[src/rtl/mmio_router_pkg.sv]
package mmio_router_pkg;
  localparam int ADDR_W   = 40;
  localparam int PAGE_LSB = 16;
  localparam int PAGE_W   = ADDR_W - PAGE_LSB;
  localparam int REG_W    = 32;
  localparam int FLD_LSB  = 8;

  // start register control bits
  localparam int B_RD   = 0;
  localparam int B_WR   = 1;
  localparam int B_NCPU = 2;
  localparam int B_LOCK = 3;
  // end register attribute bits
  localparam int L_NP   = 7;

  localparam logic [REG_W-1:0] START_KEEP = 32'hFFFF_FF0F;
  localparam logic [REG_W-1:0] END_KEEP   = 32'hFFFF_FFB7;

  typedef logic [REG_W-1:0] word_t;
  typedef logic [PAGE_W-1:0] page_t;
endpackage

[src/rtl/mmio_region.sv]
module mmio_region
  import mmio_router_pkg::*;
(
  input  logic  clk,
  input  logic  rst_n,
  input  logic  wr_en,
  input  logic  wr_sel,
  input  word_t wr_data,
  input  word_t wr_mask,
  input  page_t req_page,
  input  logic  req_write,
  input  logic  req_cpu,
  output word_t start_q,
  output word_t end_q,
  output logic  accept
);
  word_t start_d, end_d;
  logic  upd;
  logic  frozen;
  logic  in_range, kind_ok, src_ok;

  assign frozen = start_q[B_LOCK];
  assign upd    = wr_en && !frozen;

  always_comb begin
    start_d = start_q;
    end_d   = end_q;
    if (wr_sel) end_d   = ((end_q   & ~wr_mask) | (wr_data & wr_mask)) & END_KEEP;
    else        start_d = ((start_q & ~wr_mask) | (wr_data & wr_mask)) & START_KEEP;
  end

  always_ff @(posedge clk or negedge rst_n) begin
    if (!rst_n) begin
      start_q <= '0;
      end_q   <= '0;
    end else if (upd) begin
      start_q <= start_d;
      end_q   <= end_d;
    end
  end

  always_comb begin
    in_range = (start_q[REG_W-1:FLD_LSB] <= req_page) && (req_page <= end_q[REG_W-1:FLD_LSB]);
    kind_ok  = req_write ? start_q[B_WR] : start_q[B_RD];
    src_ok   = !(req_cpu && start_q[B_NCPU]);
    accept   = in_range && kind_ok && src_ok;
  end
endmodule

[src/rtl/mmio_pick.sv]
module mmio_pick #(
  parameter int N     = 8,
  localparam int IW   = (N > 1) ? $clog2(N) : 1
) (
  input  logic [N-1:0]  req_vec,
  output logic          any,
  output logic [IW-1:0] sel
);
  always_comb begin
    any = 1'b0;
    sel = '0;
    for (int i = N - 1; i >= 0; i--) begin
      if (req_vec[i]) begin
        any = 1'b1;
        sel = IW'(i);
      end
    end
  end
endmodule

[src/rtl/mmio_router.sv]
module mmio_router
  import mmio_router_pkg::*;
#(
  parameter int N_PAIRS = 8,
  localparam int IW     = (N_PAIRS > 1) ? $clog2(N_PAIRS) : 1
) (
  input  logic              clk,
  input  logic              rst_n,
  input  logic              cfg_we,
  input  logic [IW-1:0]     cfg_idx,
  input  logic              cfg_sel,
  input  logic [31:0]       cfg_wdata,
  input  logic [31:0]       cfg_wmask,
  output logic [31:0]       cfg_rdata,
  input  logic              req_valid,
  input  logic [ADDR_W-1:0] req_addr,
  input  logic              req_write,
  input  logic              req_cpu,
  output logic              rsp_valid,
  output logic              rsp_hit,
  output logic              rsp_err,
  output logic [2:0]        rsp_node,
  output logic [1:0]        rsp_link,
  output logic              rsp_nonposted
);
  logic rst_meta, rst_sn;
  always_ff @(posedge clk or negedge rst_n) begin
    if (!rst_n) begin
      rst_meta <= 1'b0;
      rst_sn   <= 1'b0;
    end else begin
      rst_meta <= 1'b1;
      rst_sn   <= rst_meta;
    end
  end

  word_t [N_PAIRS-1:0] start_all, end_all;
  logic  [N_PAIRS-1:0] accept_vec;
  page_t               page;
  assign page = req_addr[ADDR_W-1:PAGE_LSB];

  for (genvar g = 0; g < N_PAIRS; g++) begin : g_pair
    mmio_region u_reg (
      .clk       (clk),
      .rst_n     (rst_sn),
      .wr_en     (cfg_we && (cfg_idx == IW'(g))),
      .wr_sel    (cfg_sel),
      .wr_data   (cfg_wdata),
      .wr_mask   (cfg_wmask),
      .req_page  (page),
      .req_write (req_write),
      .req_cpu   (req_cpu),
      .start_q   (start_all[g]),
      .end_q     (end_all[g]),
      .accept    (accept_vec[g])
    );
  end

  assign cfg_rdata = cfg_sel ? end_all[cfg_idx] : start_all[cfg_idx];

  logic          any;
  logic [IW-1:0] win;
  mmio_pick #(.N(N_PAIRS)) u_pick (.req_vec(accept_vec), .any(any), .sel(win));

  word_t      win_end;
  logic       valid_d, hit_d, err_d, np_d;
  logic [2:0] node_d;
  logic [1:0] link_d;

  always_comb begin
    win_end = end_all[win];
    valid_d = req_valid;
    hit_d   = req_valid && any && (win_end[5:4] != 2'b11);
    err_d   = req_valid && any && (win_end[5:4] == 2'b11);
    node_d  = hit_d ? win_end[2:0] : 3'd0;
    link_d  = hit_d ? win_end[5:4] : 2'd0;
    np_d    = hit_d && req_write && req_cpu && win_end[L_NP];
  end

  always_ff @(posedge clk or negedge rst_sn) begin
    if (!rst_sn) begin
      rsp_valid     <= 1'b0;
      rsp_hit       <= 1'b0;
      rsp_err       <= 1'b0;
      rsp_node      <= '0;
      rsp_link      <= '0;
      rsp_nonposted <= 1'b0;
    end else begin
      rsp_valid     <= valid_d;
      rsp_hit       <= hit_d;
      rsp_err       <= err_d;
      rsp_node      <= node_d;
      rsp_link      <= link_d;
      rsp_nonposted <= np_d;
    end
  end
endmodule

[config.mk]
export PLATFORM = sky130hd
export DESIGN_NAME = mmio_router
export DESIGN_NICKNAME = d
export VERILOG_FILES = /design/src/rtl/mmio_router_pkg.sv /design/src/rtl/mmio_region.sv /design/src/rtl/mmio_pick.sv /design/src/rtl/mmio_router.sv
export SDC_FILE = /design/constraint.sdc
export NUM_CORES = 2
export LEC_CHECK = 0
export ABC_CLOCK_PERIOD_IN_PS = 26000
export BUFFER_PORTS_ARGS = -buffer_cell sky130_fd_sc_hd__buf_2
export CAP_MARGIN = 0
export CORE_MARGIN = 2
export CORE_UTILIZATION = 55
export CTS_CLUSTER_DIAMETER = 80
export DETAILED_ROUTE_END_ITERATION = 8
export GPL_TIMING_DRIVEN = 0
export PLACE_DENSITY = 0.73
export SLEW_MARGIN = 20
export SYNTH_ARGS = -nofsm -noshare
export SYNTH_HDL_FRONTEND = slang
export SYNTH_SLANG_ARGS = --single-unit
[constraint.sdc]
create_clock -name clk -period 26 [get_ports clk]
set_clock_uncertainty 0.15 [all_clocks]
set_input_delay 1.3 -clock clk [delete_from_list [all_inputs] [get_ports clk]]
set_output_delay 1.3 -clock clk [all_outputs]
set_load 0.02 [all_outputs]
==> impl_metrics.ini <==
[synth]
synth_area_sq_um = 32900
ys_types = 87
synth_edf_count = 0
ys_seq_area_share_pct = 36.13
synth-seq-cells = 475
synthArstFlopShare_pct = 100.0
avgSynthCellArea_sq_um = 10.69
yosysWarnings = 0
synth_ff_type = dfrtp_1
syn-num-nets = 3575
syn_inst = 3077

[run_status]
violations = DRC
status = finished with violations

[floorplan]
die_h_um = 248.6
pin_count = 155
core-area_sq_um = 59130
num_rows = 89
die_w_um = 248.6
dieArea_sq_um = 61790
start_util_pct = 55.64

[sta]
rsz0062_at_grt = false
finalHoldViolations = 0
period_share_pct = 25.94
tightest_slew_ns = 1.290
slew-limit-headroom_pct = 13.65
clock.fmax_mhz = 148.3
setup_violations = 0
slew_violations = 0
fin_crit_ns = 6.744
totalNegativeSetupSlack_ns = 0
hold-worst-slack_ns = 0.2012

[finish]
area_growth_pct = 11.37
fin_nets = 3751
layout-drive-gt1-share_pct = 26.88
design_area_sq_um = 36640

[clock_network]
cts_tree = yes
cts_hold_buf = 0
cts_buffer_depth = 3
htree_levels = 2
cts_sinks = 475
insertion_delay_ns = 0.64
cts_setup_buffers = 0
cts_buffers = 54
cts_resized = 0
clk_pin_slew_ns = 0.06
cts_root_buf = clkbuf_16

[route]
wirelength_um = 118500
dr.pass1.iters = 8
ant_nets = 0
drt_iter0_markers = 2894
wl_per_cell_um = 29.12
avgViaCountPerCell = 6.657
drc = 16
dr_total_vias = 27090

[grt]
overflow = 0
grt_first_pass_wirelength_um = 174400
grt_max_degree = 57
grt_pass1_vias = 27130
grt.total_usage_pct = 38.02
antenna_found_initial = 6

[placement]
hpwlAfterDp_um = 90510
placed_cell_area_sq_um = 34760
io_buffers = 103
place_congestion = 1.010

[min_path]
hold_path.class = flip-flop to flip-flop

[worst_setup_path]
required_ns = 24.55
crit_path_max_fanout = 10
end_kind = primary output
critPathKind = input pin to primary output
critPathArrivalTime_ns = 5.29
cp_slowest_stage_delay_ns = 0.96
cp-start-kind = input pin
path_cells = buf_2 -> buf_1 -> clkbuf_1 -> buf_1 -> mux4_2 -> mux2i_1 -> nor2_1 -> buf_2
cp_slowest_cell = buf_1

[power_and_ir_drop]
power_density_nw_per_um2 = 74.31
ir_worst_vdd_mv = 0.05976
leakage_uw = 0.01660

[flow_run]
maxCapViolations = 0
[critical path: cells and delay by family]
family                 cells  cell delay (ns)
muxes                      2             0.99
and+or+nand+nor            1             0.10
buffers and inverters      5             2.90
[placed cells by master (no fill, tap or decap), drive strengths merged, types with 17 or more instances in the layout]
cell    Yosys  routed
inv       238     238
mux4      143     143
nand4      79      79
nor3       31      31
o21ai      56      56
dfrtp     475     475
nand2     481     481
ha        384     384
nor2b      19      19
mux2i      19      19
nor2       57      57
clkbuf    140     221
a21o       24      24
a31o       56      56
nand3      38      38
mux2      416     416
a211oi     21      21
o211ai     17      17
a21oi     193     193
buf        29     147
[Yosys cell counts, types with 7 or more instances]
cell / number / share of area, %
a211o_1: 7 / 0.19
a22oi_1: 9 / 0.21
mux4_2: 143 / 9.8
nor3_1: 26 / 0.40
nor2b_1: 19 / 0.36
a31o_2: 56 / 1.5
dfrtp_1: 475 / 36
a21oi_1: 192 / 2.9
buf_1: 25 / 0.29
nand2b_1: 10 / 0.19
o21ai_0: 52 / 0.79
a21o_1: 24 / 0.55
mux2i_1: 19 / 0.58
o21a_1: 10 / 0.23
nor2_1: 56 / 0.64
a21boi_0: 8 / 0.18
inv_1: 238 / 2.7
nand4_1: 77 / 1.5
nand3_1: 38 / 0.58
a211oi_1: 18 / 0.41
o211ai_1: 15 / 0.34
clkbuf_1: 137 / 1.6
nor4_1: 11 / 0.21
ha_1: 384 / 15
mux2_2: 415 / 14
nand2_1: 481 / 5.5
[through the flow]
step	total power, uW	setup slack (ns)	instances	utilization, %
2_1_floorplan	1588	11.63	3077	-
3_3_place_gp	1849	6.448	3953	58.15
3_5_place_dp	1894	19.53	3970	58.79
4_1_cts	2705	19.63	4069	61.95
5_1_grt	2841	19.19	4069	61.96
6_report	2723	19.26	4070	61.97
[power by group]
part           internal, uW  switching, uW  total [uW]
sequential              889            143        1030
combinational           403            473         876
clock                   478            337         815
[cells by family (layout without fill, tap and decap cells)]
kind of cell | Yosys count | after routing | synth area share (%)
and+or+nand+nor | 765 | 765 | 10.48
other | 2 | 3 | 0.02282
buffers and inverters | 407 | 626 | 4.712
adders and majority gates | 384 | 384 | 14.60
DFF | 475 | 475 | 36.13
muxes | 578 | 578 | 24.60
AOI/OAI and AO/OA | 466 | 466 | 9.450
[layer usage]
layer  global-route usage, %  part of all wire [%]  up-vias
met4                   18.29                   5.7        8
met3                   10.84                    11      359
li1                        -                     -    11540
met5                       0                 0.049        -
met1                   48.74                    38    13670
met2                   59.55                    45     1513
[path summary, 6_finish.rpt]
check,from,to,slack [ns],cells after the start
min,rst_meta,rst_sn,0.20,0
min in group asynchronous,rst_sn,async pin,0.25,0
max,cfg_idx[1],cfg_rdata[3],19.26,8
min reg2reg,rst_meta,rst_sn,0.20,0
max reg2reg,flip-flop,rsp_node[0],20.85,13
max in group asynchronous,rst_sn,async pin,23.82,4
[layout make-up]
cell class,instances,area (sq um)
fill,4676,22490
multi-input combinational,2195,19540
sequential,475,11890
clock buffer,79,1565
tap,773,967.2
inverter,238,893.4
timing repair buffer,120,808.3
buffer,169,673.1
clock inverter,20,305.3
antenna,1,2.502
Note: power is estimated with default switching activity, not from simulation.
